### config.mk
export PLATFORM = sky130hd
export DESIGN_NAME = wt_cache_ctrl
export DESIGN_NICKNAME = d
export VERILOG_FILES = /design/src/rtl/wt_cache_ctrl.sv
export SDC_FILE = /design/constraint.sdc
export NUM_CORES = 1
export LEC_CHECK = 0
export BUFFER_PORTS_ARGS = -buffer_cell sky130_fd_sc_hd__buf_4
export CORE_ASPECT_RATIO = 1.5
export CORE_MARGIN = 1.5
export CORE_UTILIZATION = 50
export DETAILED_ROUTE_END_ITERATION = 10
export HOLD_SLACK_MARGIN = 0.05
export MAX_ROUTING_LAYER = met4
export PLACE_DENSITY = 0.68
export SETUP_SLACK_MARGIN = 0.02
export SLEW_MARGIN = 20
export SYNTH_ARGS = -nofsm -noshare
export SYNTH_HDL_FRONTEND = slang
export SYNTH_SLANG_ARGS = --single-unit
### constraint.sdc
create_clock -name clk -period 4 [get_ports clk]
set_clock_uncertainty 0.1 [all_clocks]
set_input_delay 0.4 -clock clk [delete_from_list [all_inputs] [get_ports clk]]
set_output_delay 0.4 -clock clk [all_outputs]
set_load 0.02 [all_outputs]
### src/rtl/wt_cache_ctrl.sv
module wt_cache_ctrl #(
  parameter int ADDR_W      = 12,
  parameter int DATA_W      = 32,
  parameter int IDX_W       = 8,
  parameter int LEN_LOG_MAX = 5
) (
  input  logic                    clk,
  input  logic                    rst_n,
  input  logic [2:0]              cfg_len_log,
  input  logic                    cfg_stream,
  input  logic                    cfg_pw_rmw,
  input  logic                    cpu_req,
  input  logic                    cpu_we,
  input  logic [DATA_W/8-1:0]     cpu_be,
  input  logic [ADDR_W-1:0]       cpu_addr,
  input  logic [DATA_W-1:0]       cpu_wdata,
  output logic [DATA_W-1:0]       cpu_rdata,
  output logic                    cpu_stall,
  output logic [IDX_W-1:0]        sram_addr,
  output logic                    sram_we,
  output logic [ADDR_W-IDX_W-1:0] sram_wtag,
  output logic [DATA_W-1:0]       sram_wdata,
  input  logic [ADDR_W-IDX_W-1:0] sram_rtag,
  input  logic [DATA_W-1:0]       sram_rdata,
  output logic                    mem_rd_req,
  output logic [ADDR_W-1:0]       mem_raddr,
  input  logic                    mem_rvalid,
  input  logic [DATA_W-1:0]       mem_rdata,
  output logic                    mem_wr_req,
  output logic [ADDR_W-1:0]       mem_waddr,
  output logic [DATA_W-1:0]       mem_wdata,
  output logic [DATA_W/8-1:0]     mem_wbe,
  input  logic                    mem_wr_rdy
);
  localparam int TAG_W = ADDR_W - IDX_W;
  localparam int NB    = DATA_W / 8;
  localparam int WORDS = 1 << IDX_W;
  localparam int CNT_W = LEN_LOG_MAX + 1;

  typedef enum logic {S_IDLE, S_FILL} st_t;
  st_t st;

  logic [WORDS-1:0]  vld;
  logic [ADDR_W-1:0] miss_addr, fill_base, wb_addr;
  logic [CNT_W-1:0]  cnt, last_q;
  logic [2:0]        len_q;
  logic              str_q, wb_valid;
  logic [DATA_W-1:0] wb_data, merged;
  logic [NB-1:0]     wb_be;

  wire [2:0]        eff_log  = (cfg_len_log > 3'(LEN_LOG_MAX)) ? 3'(LEN_LOG_MAX) : cfg_len_log;
  wire [CNT_W-1:0]  len_m1   = (CNT_W'(1) << eff_log) - CNT_W'(1);
  wire [ADDR_W-1:0] blk_mask = ~ADDR_W'(len_m1);
  wire [IDX_W-1:0]  cpu_idx  = cpu_addr[IDX_W-1:0];
  wire [TAG_W-1:0]  cpu_tag  = cpu_addr[ADDR_W-1:IDX_W];
  wire [ADDR_W-1:0] fill_addr = fill_base + ADDR_W'(cnt);
  wire idle    = (st == S_IDLE);
  wire hit     = vld[cpu_idx] && (sram_rtag == cpu_tag);
  wire wb_free = !wb_valid || mem_wr_rdy;
  wire st_acc  = idle && cpu_req && cpu_we && wb_free;
  wire full    = &cpu_be;
  wire fill_rv = !idle && mem_rd_req && mem_rvalid;
  wire deliver = fill_rv && str_q && (fill_addr == miss_addr);

  always_comb begin
    merged = sram_rdata;
    for (int b = 0; b < NB; b++)
      if (cpu_be[b]) merged[8*b +: 8] = cpu_wdata[8*b +: 8];
  end

  assign cpu_stall  = cpu_req && (idle ? (cpu_we ? !wb_free : !hit) : (cpu_we || !deliver));
  assign cpu_rdata  = idle ? sram_rdata : mem_rdata;
  assign sram_addr  = idle ? cpu_idx : fill_addr[IDX_W-1:0];
  assign sram_wtag  = idle ? cpu_tag : fill_addr[ADDR_W-1:IDX_W];
  assign sram_wdata = idle ? merged : mem_rdata;
  assign sram_we    = idle ? (st_acc && hit && (full || cfg_pw_rmw)) : fill_rv;
  assign mem_rd_req = !idle && !wb_valid;
  assign mem_raddr  = fill_addr;
  assign mem_wr_req = wb_valid;
  assign mem_waddr  = wb_addr;
  assign mem_wdata  = wb_data;
  assign mem_wbe    = wb_be;

  always_ff @(posedge clk or negedge rst_n) begin
    if (!rst_n) begin
      st <= S_IDLE; vld <= '0; wb_valid <= 1'b0; cnt <= '0; last_q <= '0;
      len_q <= '0; str_q <= 1'b0; miss_addr <= '0; fill_base <= '0;
      wb_addr <= '0; wb_data <= '0; wb_be <= '0;
    end else begin
      if (wb_valid && mem_wr_rdy) wb_valid <= 1'b0;
      if (st_acc) begin
        wb_valid <= 1'b1; wb_addr <= cpu_addr; wb_data <= cpu_wdata; wb_be <= cpu_be;
      end
      if (idle) begin
        if (cpu_req && !cpu_we && !hit) begin
          st <= S_FILL; miss_addr <= cpu_addr; fill_base <= cpu_addr & blk_mask;
          cnt <= '0; last_q <= len_m1; str_q <= cfg_stream;
        end
        if (st_acc && hit && !full && !cfg_pw_rmw) vld[cpu_idx] <= 1'b0;
      end else if (fill_rv) begin
        vld[fill_addr[IDX_W-1:0]] <= 1'b1;
        cnt <= cnt + CNT_W'(1);
        if (cnt == last_q) st <= S_IDLE;
      end
      if (eff_log != len_q) begin
        vld <= '0; len_q <= eff_log;
      end
    end
  end

  p_hit_no_stall_r1: assert property (@(posedge clk) disable iff (!rst_n)
    (cpu_req && !cpu_we && idle && vld[sram_addr] && sram_rtag == cpu_addr[ADDR_W-1:IDX_W])
      |-> (!cpu_stall && cpu_rdata == sram_rdata));
  p_store_through_r2: assert property (@(posedge clk) disable iff (!rst_n)
    (cpu_req && cpu_we && !cpu_stall)
      |=> (mem_wr_req && mem_waddr == $past(cpu_addr) && mem_wdata == $past(cpu_wdata)));
  p_fill_ascend_r3: assert property (@(posedge clk) disable iff (!rst_n)
    (fill_rv && cnt != last_q) |=> (mem_raddr == $past(mem_raddr) + ADDR_W'(1)));
  p_len_clear_r9: assert property (@(posedge clk) disable iff (!rst_n)
    (eff_log != len_q) |=> (vld == '0));
  p_busy_stall_r10: assert property (@(posedge clk) disable iff (!rst_n)
    (cpu_req && cpu_we && mem_wr_req && !mem_wr_rdy) |-> cpu_stall);
  p_drain_first_r11: assert property (@(posedge clk) disable iff (!rst_n)
    mem_rd_req |-> !mem_wr_req);
  p_rd_hold_r11: assert property (@(posedge clk) disable iff (!rst_n)
    (mem_rd_req && !mem_rvalid) |=> (mem_rd_req && $stable(mem_raddr)));
endmodule

==> results of run 1 <==
-- state kept, by name, summed over array words and instances (netlist names) --
| signal | count |
|---|---|
| vld | 256 |
| mem_wdata | 32 |
| mem_waddr | 12 |
| miss_addr | 12 |
| cnt | 6 |
| fill_base | 6 |
| last_q | 6 |
| mem_wbe | 4 |
| len_q | 3 |
| mem_wr_req | 1 |
| st | 1 |
| str_q | 1 |
-- placed cells by master (no fill, tap or decap), drive strengths merged, types with 16 or more instances in the layout --
master and instances:
a21oi 20, a22oi 34, buf 337, clkbuf 54, dfrtp 340, dlygate4sd3 38
inv 51, mux2 78, mux2i 118, mux4 28, nand2 150, nand3 33
nor2 38, o21ai 330, o311ai 256, xnor2 17, xor2 16
-- path summary, 6_finish.rpt --
path                                      end  cells after the start     startpoint
min in group asynchronous        mem_wdata[0]                      2          rst_n
worst min register to register  mem_wdata[24]                      1  mem_wdata[24]
worst max-delay path                cpu_stall                     10         cnt[1]
max in group asynchronous            vld[116]                      3          rst_n
worst min-delay path             mem_wdata[1]                      2   cpu_wdata[1]
worst max register to register        vld[95]                     13        vld[39]
-- area by class of cell --
class	instances	area, um2
diodes	2	5.005
well taps	478	598.1
repair buffers	375	3122
clock inverters	7	40.04
flip-flops and latches	340	8512
clock buffers	54	1080
multi-input cells	1206	8855
inverters	52	195.2
fillers	2927	13650
-- Yosys cell counts, drive strengths merged, types with 4 or more instances --
cell / count / area (um2)
nand3: 33 / 165.2
mux2: 78 / 878.4
nand2b: 9 / 56.30
xor2: 16 / 140.1
o21bai: 4 / 30.03
nor2: 38 / 145.1
a22oi: 34 / 255.2
mux4: 28 / 630.6
mux2i: 118 / 1181
o21ai: 330 / 1652
inv: 51 / 191.4
a21oi: 20 / 100.1
nand2: 150 / 563.0
buf: 43 / 302.8
dfrtp: 340 / 8508
xnor2: 17 / 148.9
nand4: 9 / 116.4
o22ai: 7 / 43.79
clkbuf: 136 / 534.3
nor3: 11 / 55.05
nor2b: 15 / 93.84
o311ai: 256 / 2242
ha: 8 / 100.1
-- stage by stage --
| stage | setup WS, ps | setup TNS, ps |
|---|---|---|
| after floorplan | 681.1 | 0 |
| after global placement | 17.72 | 0 |
| after detailed placement | -59.14 | -2610 |
| after CTS | 26.91 | 0 |
| after global routing | -2.372 | -2.372 |
| final | 136.9 | 0 |
-- cells by family (layout without fill, tap and decap cells) --
kind of cell	Yosys count	count (layout)	synth area share, %
other	0	2	0
adders and majority gates	9	9	0.6546
DFF	340	340	46.37
muxes	224	224	14.66
and+or+nand+nor	279	279	7.044
xor gates and xnor gates	33	33	1.575
AOI/OAI and AO/OA	661	661	24.07
buffers and inverters	231	488	5.626
-- worst max-delay path, stage by stage, from the launching register on --
cell	delay [ps]
dfrtp_1	440
ha_1	300
a21o_1	120
a21oi_1	90
o21bai_1	150
a21oi_1	160
xnor2_1	880
xnor2_1	210
nand3_1	100
and3_1	200
buf_4	160
-- per-layer routing --
| layer | share of wire (%) | vias to the layer above | wire length (um) |
|---|---|---|---|
| met3 | 9.3 | 312 | 6356 |
| met4 | 8.0 | 0 | 5447 |
| met1 | 37 | 8480 | 25120 |
| met5 | 0 | - | 0 |
| li1 | - | 7289 | - |
| met2 | 46 | 1103 | 31510 |
-- power breakdown --
group	internal [uW]	total [uW]	leakage, uW	switching [uW]
combinational	2120	6080	0.00459	3960
sequential	3850	4180	0.00459	328
clock	1860	3260	0.000550	1400
total	7830	13500	0.00974	5690
-- what timing repair did --
action                                 4_1_cts  5_1_grt
hold buffers                                38        0
gates resized for setup                      1        6
setup endpoints to repair                    1        6
endpoints found under the hold margin      125        0
==> qor.csv, run 1 <==
metric,value,unit
status,"complete, no violations",
hold slack final,65.89,ps
"Setup Fix Bufs, Post-CTS",0,
DRC Markers,0,
Setup CP Type,reg2out,
PwrDens,603.4,mW/mm2
peak fanout along the critical path,7,
Final Cycle Share,96.58,%
VDD IR max,0.6098,mV
Tightest Hold Check Type,in2reg,
Site Rows,85,
nets,2146,
placed cells,2413,
first-pass GRT wire length,103500,um
DR WL/cell,27.22,um
initial antenna violation count,2,
RSZ-0062 raised after global routing,yes,
grt met2 use,55.78,%
Hold Fails Final Rpt,0,
Synth cell types,51,
fmax,258.9,MHz
CTS max path bufs,3,
CTS Root Cell,clkbuf_16,
fraction of registers with async set/reset,100.0,%
layout cells sized above 1,24.73,%
Sink Count,340,
CP Capture Type,output port,
H-tree Lvls,2,
vias per inst,6.835,
Synthesis Warnings,0,
Antenna Nets Post-Route,0,
Post-Layout Cell Count,2514,
synthesis-to-layout area growth,22.11,%
met1 usage,44.73,%
Final Util,62.15,%
prevailing post-synth register cell,dfrtp_1,
HPWL Detailed,43270,um
Max Cap Viol,0,
number of synthesized flops with an enable pin,0,
busiest grt layer,met2,
Synth Cell Area,0.01835,mm2
sequential area share after synthesis,46.37,%
First-pass DRT Iterations,5,
min Tclk post-route,3863,ps
worst slew pin tran,1201,ps
flop2flop setup slack,500,ps
fin area,0.02241,mm2
Total GRT Usage,36.84,%
relative slew slack,19.74,%
Initial Util,50.89,%
PortBufs,266,
"Cell Area, Placed",0.02088,mm2
gr ovfl total,0,
DIE HEIGHT,237.6,um
Final Setup Violations,0,
synthesized instance count,1777,
Lkg Pwr,0.009735,uW
largest net degree at the start of global routing,191,
final WL,68440,um
Worst Path Arrival,3360,ps
Syn Nets,1913,
DR iter-0 viols,1975,
Clock Latency Late Sink,540,ps
syn_area_per_cell,10.33,um2
Crit path required time,3500,ps
clk slew on worst S/H paths,70,ps
placeable core region,0.03605,mm2
Num CTS Buffers,35,
TritonCTS clock tree,yes,
vias,17184,
pins over their slew limit,0,
Die Area,0.03788,mm2
# IOs,267,
Startpoint Class,flip-flop,
"FF+latch count, synth",340,
routability cong.,0.9254,
Horiz. Die Dim,159.4,um
Tot Pwr,13520,uW
vias in the first global route,16903,
met3 track demand over resource,6.857,%
Note: power is estimated with default switching activity, not from simulation.
==> run 2, diff against run 1 <==
Settings changed: CORE_UTILIZATION 50 to 30, PLACE_DENSITY 0.68 to 0.44.
==> run 2 against run 1 <==
  * Register-to-register slack improved by 90 ps
  * Combinational power grew 6.1%
  * Cell count increased by 14%
  * Via count decreased by 2.3%
  * Clock power is 7.4% higher
==> qor.csv, run 2 (synthesis results as in run 1) <==
metric,value,unit
HPWL Detailed,52170,um
PwrDens,604.2,mW/mm2
DRC Markers,0,
status,"complete, no violations",
routability cong.,0.8344,
switch share,42.19,%
CP Capture Type,output port,
min Tclk post-route,3838,ps
vias in the first global route,17034,
"Slowest-stage cell, CP",mux4_2,
Lkg Pwr,0.01000,uW
Post-Layout Cell Count,2862,
PortBufs,266,
# IOs,267,
CTS Root Cell,clkbuf_16,
max reg flops,256,
Clock Latency Late Sink,550,ps
Total GRT Usage,25.25,%
hold slack final,73.48,ps
net switching power,5940,uW
relative slew slack,28.83,%
sequential power share,29.3,%
Horiz. Die Dim,204.9,um
"critical path, cell by cell",mux4_2 > mux4_2 > o22ai_1 > nor3_1 > nor2_2 > a21oi_1 > or2_4 > nand2_1 > o21ai_1 > buf_4 > buf_4,
Site Rows,110,
placed cells,2754,
most flop-heavy register,vld,
"most common cell after layout, fill and taps aside",buf_4,
layout cells sized above 1,26.31,%
Critical Path Max Stage Delay,510,ps
Comb power frac,45.8,%
Die Area,0.06269,mm2
clk slew on worst S/H paths,60,ps
Max Cap Viol,0,
vias,16797,
Startpoint Class,flip-flop,
peak fanout along the critical path,3,
register area,0.008513,mm2
Final Setup Violations,0,
DIE HEIGHT,305.9,um
nets,2187,
First-pass DRT Iterations,5,
part of the power in the clock network,24.9,%
Internal Pwr Total,8138,uW
Sink Count,340,
gr ovfl total,0,
synthesis-to-layout area growth,27.00,%
multi-input logic area,0.008874,mm2
CTS max path bufs,3,
VDD IR max,0.4125,mV
initial antenna violation count,5,
Initial Util,30.44,%
"Setup Fix Bufs, Post-CTS",0,
first-pass GRT wire length,115100,um
Final Cycle Share,95.94,%
Layout fillers,5916,
H-tree Lvls,2,
Hold Fails Final Rpt,0,
DR iter-0 viols,1335,
Antenna Nets Post-Route,0,
TritonCTS clock tree,yes,
Tightest Hold Check Type,in2reg,
Num CTS Buffers,38,
pins over their slew limit,0,
Final Util,38.66,%
most frequent cells in the layout,"344 x buf_4, 338 x dfrtp_1, 288 x o21ai_0",
DR WL/cell,27.43,um
largest net degree at the start of global routing,217,
worst slew pin tran,1060,ps
Setup CP Type,reg2out,
placeable core region,0.06028,mm2
final WL,78490,um
fmax,260.6,MHz
Crit path required time,3500,ps
Setup TNS Final,0,ps
Worst Path Arrival,3340,ps
vias per inst,5.869,
RSZ-0062 raised after global routing,no,
==> run 2: cell count changes in the layout (fill, tap and decap cells not counted), sizes merged <==
cell | before | now
clkbuf | 54 | 56
dlygate4sd3 | 38 | 41
inv | 51 | 52
diode | 2 | 3
clkinvlp | 2 | 1
buf | 337 | 372
bufinv | 0 | 1
==> run 2: power groups by stage <==
stage | logic (uW) | registers (uW) | clock network [uW]
floorplan | 2900 | 4420 | 0
global placement | 6410 | 4170 | 0
detailed placement | 6420 | 4180 | 0
CTS | 6470 | 4120 | 3580
global route | 6780 | 4180 | 3720
finish | 6450 | 4120 | 3500
==> run 2: stage by stage <==
stage / power, uW / setup slack [ps] / instance area [um2]
after floorplan: 7315 / 681.1 / 18350
after global placement: 10580 / 36.06 / 21670
after detailed placement: 10600 / 65.39 / 21670
after CTS: 14170 / 22.77 / 23280
after global routing: 14670 / 27.90 / 23300
final: 14080 / 162.4 / 23300
==> run 2: worst paths after layout <==
check / endpoint / cells past startpoint / slack, ps / start
worst max register to register: vld[188] / 11 / 590 / cnt[1]
max in group asynchronous: vld[214] / 3 / 2460 / rst_n
worst max-delay path: sram_we / 11 / 160 / vld[161]
min in group asynchronous: st / 2 / 360 / rst_n
worst min-delay path: miss_addr[8] / 2 / 70 / cpu_addr[8]
worst min register to register: fill_base[0] / 1 / 410 / fill_base[0]
==> run 2: worst max-delay path: cells and delay by family (launching register included) <==
kind | cells | cell delay [ps]
simple gates | 4 | 660
compound gates | 3 | 390
flops | 1 | 390
mux | 2 | 980
buf+inv | 2 | 350
==> run 2: area by class of cell <==
| class | count | share of cell area (%) |
|---|---|---|
| multi-input cells | 1206 | 38.08 |
| flip-flops and latches | 340 | 36.53 |
| repair buffers | 413 | 15.19 |
| clock buffers | 56 | 4.806 |
| well taps | 784 | 4.210 |
| inverters | 52 | 0.8430 |
| clock inverters | 8 | 0.3061 |
| diodes | 3 | 0.03222 |
==> run 2: timing repair <==
item	4_1_cts	5_1_grt
hold endpoints to repair	122	0
endpoints found under the setup margin	3	6
hold buffers	41	0
resized for setup	4	5
pin swaps	1	0
==> run 2: per-layer routing <==
layer	global-route usage [%]	share of wire, %	vias up
li1	-	-	7367
met1	29.69	39	8452
met2	41.98	49	804
met3	3.550	6.6	174
met4	12.63	5.3	0
met5	-	0	-
==> run 3, diff against run 2 <==
Settings changed: CORE_UTILIZATION 30 to 43, PLACE_DENSITY 0.44 to 0.6.
==> run 3 against run 2 <==
  * Flip-flop and latch count is the same
  * Final area shrank 2.2%
  * Critical path type unchanged
  * Die area shrank 30%
  * Register-to-register slack lost 70 ps
  * Worst setup slack lost 6.8 ps
  * Utilization grew 16 points
  * Non-clock buffer count shrank 25
  * Total power shrank 2.2%
  * Sequential power grew 1%
  * Worst hold slack lost 15 ps
  * Maximum frequency shrank 0.18%
  * Sequential share of layout area grew 0.81 points
==> qor.csv, run 3 (synthesis results as in run 1) <==
metric,value,unit
layout cells sized above 1,25.77,%
max reg flops,256,
# IOs,267,
"most common cell after layout, fill and taps aside",dfrtp_1,
First-pass DRT Iterations,6,
Antenna Nets Post-Route,0,
Setup CP Type,reg2out,
VDD IR max,0.7183,mV
Lkg Pwr,0.009874,uW
vias,16999,
DR iter-0 viols,1593,
Critical Path Max Stage Delay,510,ps
Startpoint Class,flip-flop,
Clock Latency Late Sink,540,ps
Initial Util,43.67,%
CTS max path bufs,3,
initial antenna violation count,4,
DRC Markers,0,
"Cell Area, Placed",0.02114,mm2
Horiz. Die Dim,171.7,um
Die Area,0.04395,mm2
Max Cap Viol,0,
relative slew slack,22.76,%
Site Rows,92,
Sink Count,340,
"Slowest-stage cell, CP",mux4_2,
"critical path, cell by cell",mux4_2 > mux4_2 > o22ai_1 > nor3_1 > nor2_2 > a31oi_2 > or2_2 > o21ai_0 > and3_1 > buf_4,
Total GRT Usage,32.43,%
HPWL Detailed,44920,um
Setup TNS Final,0,ps
clk slew on worst S/H paths,70,ps
worst slew pin tran,1156,ps
fmax,260.1,MHz
register area,0.008512,mm2
nets,2159,
PortBufs,266,
Num CTS Buffers,35,
fin area,0.02279,mm2
synthesis-to-layout area growth,24.21,%
cell mode on critical path,mux4_2,
most flop-heavy register,vld,
RSZ-0062 raised after global routing,no,
most frequent cells in the layout,"339 x dfrtp_1, 329 x buf_4, 289 x o21ai_0",
placed cells,2512,
vias per inst,6.496,
Layout fillers,3607,
multi-input logic area,0.008864,mm2
peak fanout along the critical path,3,
largest net degree at the start of global routing,164,
min Tclk post-route,3844,ps
PwrDens,604.2,mW/mm2
routability cong.,0.8617,
vias in the first global route,16768,
Final Cycle Share,96.11,%
CP Capture Type,output port,
placeable core region,0.04202,mm2
Worst Path Arrival,3340,ps
H-tree Lvls,2,
Final Setup Violations,0,
DR WL/cell,26.88,um
DIE HEIGHT,256.0,um
status,"complete, no violations",
TritonCTS clock tree,yes,
Post-Layout Cell Count,2617,
first-pass GRT wire length,104200,um
pins over their slew limit,0,
final WL,70360,um
Tightest Hold Check Type,in2reg,
gr ovfl total,0,
Final Util,54.25,%
Hold Fails Final Rpt,0,
Crit path required time,3500,ps
CTS Root Cell,clkbuf_16,
[run 3: area by class of cell]
| class | instances | area share (%) |
|---|---|---|
| inverter | 52 | 0.8564 |
| clock buffer | 48 | 4.595 |
| timing repair buffer | 388 | 14.33 |
| tap | 564 | 3.096 |
| multi-input combinational | 1206 | 38.89 |
| sequential | 340 | 37.35 |
| antenna | 4 | 0.04392 |
| clock inverter | 15 | 0.8399 |
[run 3: stage by stage]
step | setup slack (ps) | hold slack (ps) | total power [uW]
2_1_floorplan | 681.1 | 4.409 | 7315
3_3_place_gp | 243.7 | 128.4 | 10120
3_5_place_dp | 169.2 | 128.3 | 10170
4_1_cts | 28.00 | 51.72 | 13750
5_1_grt | 21.19 | 59.08 | 14330
6_report | 155.5 | 58.20 | 13770
[run 3: worst max-delay path, delay by kind of cell, from the launching register on]
family,cells,cell delay (ps)
DFF,1,380
buffers and inverters,1,150
AOI/OAI and AO/OA,3,470
muxes,2,990
and+or+nand+nor,4,820
[run 3: worst paths after layout]
kind | to | cells past startpoint | slack [ps] | from
setup / recovery | cpu_stall | 10 | 160 | vld[102]
hold / removal | len_q[0] | 2 | 60 | cfg_len_log[1]
setup reg to reg | vld[180] | 10 | 520 | cnt[2]
hold reg to reg | fill_base[0] | 1 | 400 | fill_base[0]
max in group asynchronous | vld[28] | 3 | 2600 | rst_n
min in group asynchronous | mem_waddr[7] | 2 | 180 | rst_n
[run 3: what timing repair did]
action,CTS,global route
endpoints found under the setup margin,1,6
pin swaps,0,1
hold buffers,37,0
setup buffers,0,1
hold endpoints to repair,297,0
gates resized for setup,2,6
[run 3: report_power, final]
part           internal [uW]  switching [uW]
Combinational           2130            3930
Clock                   2100            1440
Sequential              3850             316
[run 3: layer usage]
layer | track usage (%) | vias to the layer above | share of wire [%]
li1 | - | 7331 | -
met1 | 37.64 | 8451 | 37
met2 | 50.57 | 953 | 47
met3 | 6.603 | 264 | 8.9
met4 | 21.22 | 0 | 6.9
met5 | - | - | 0
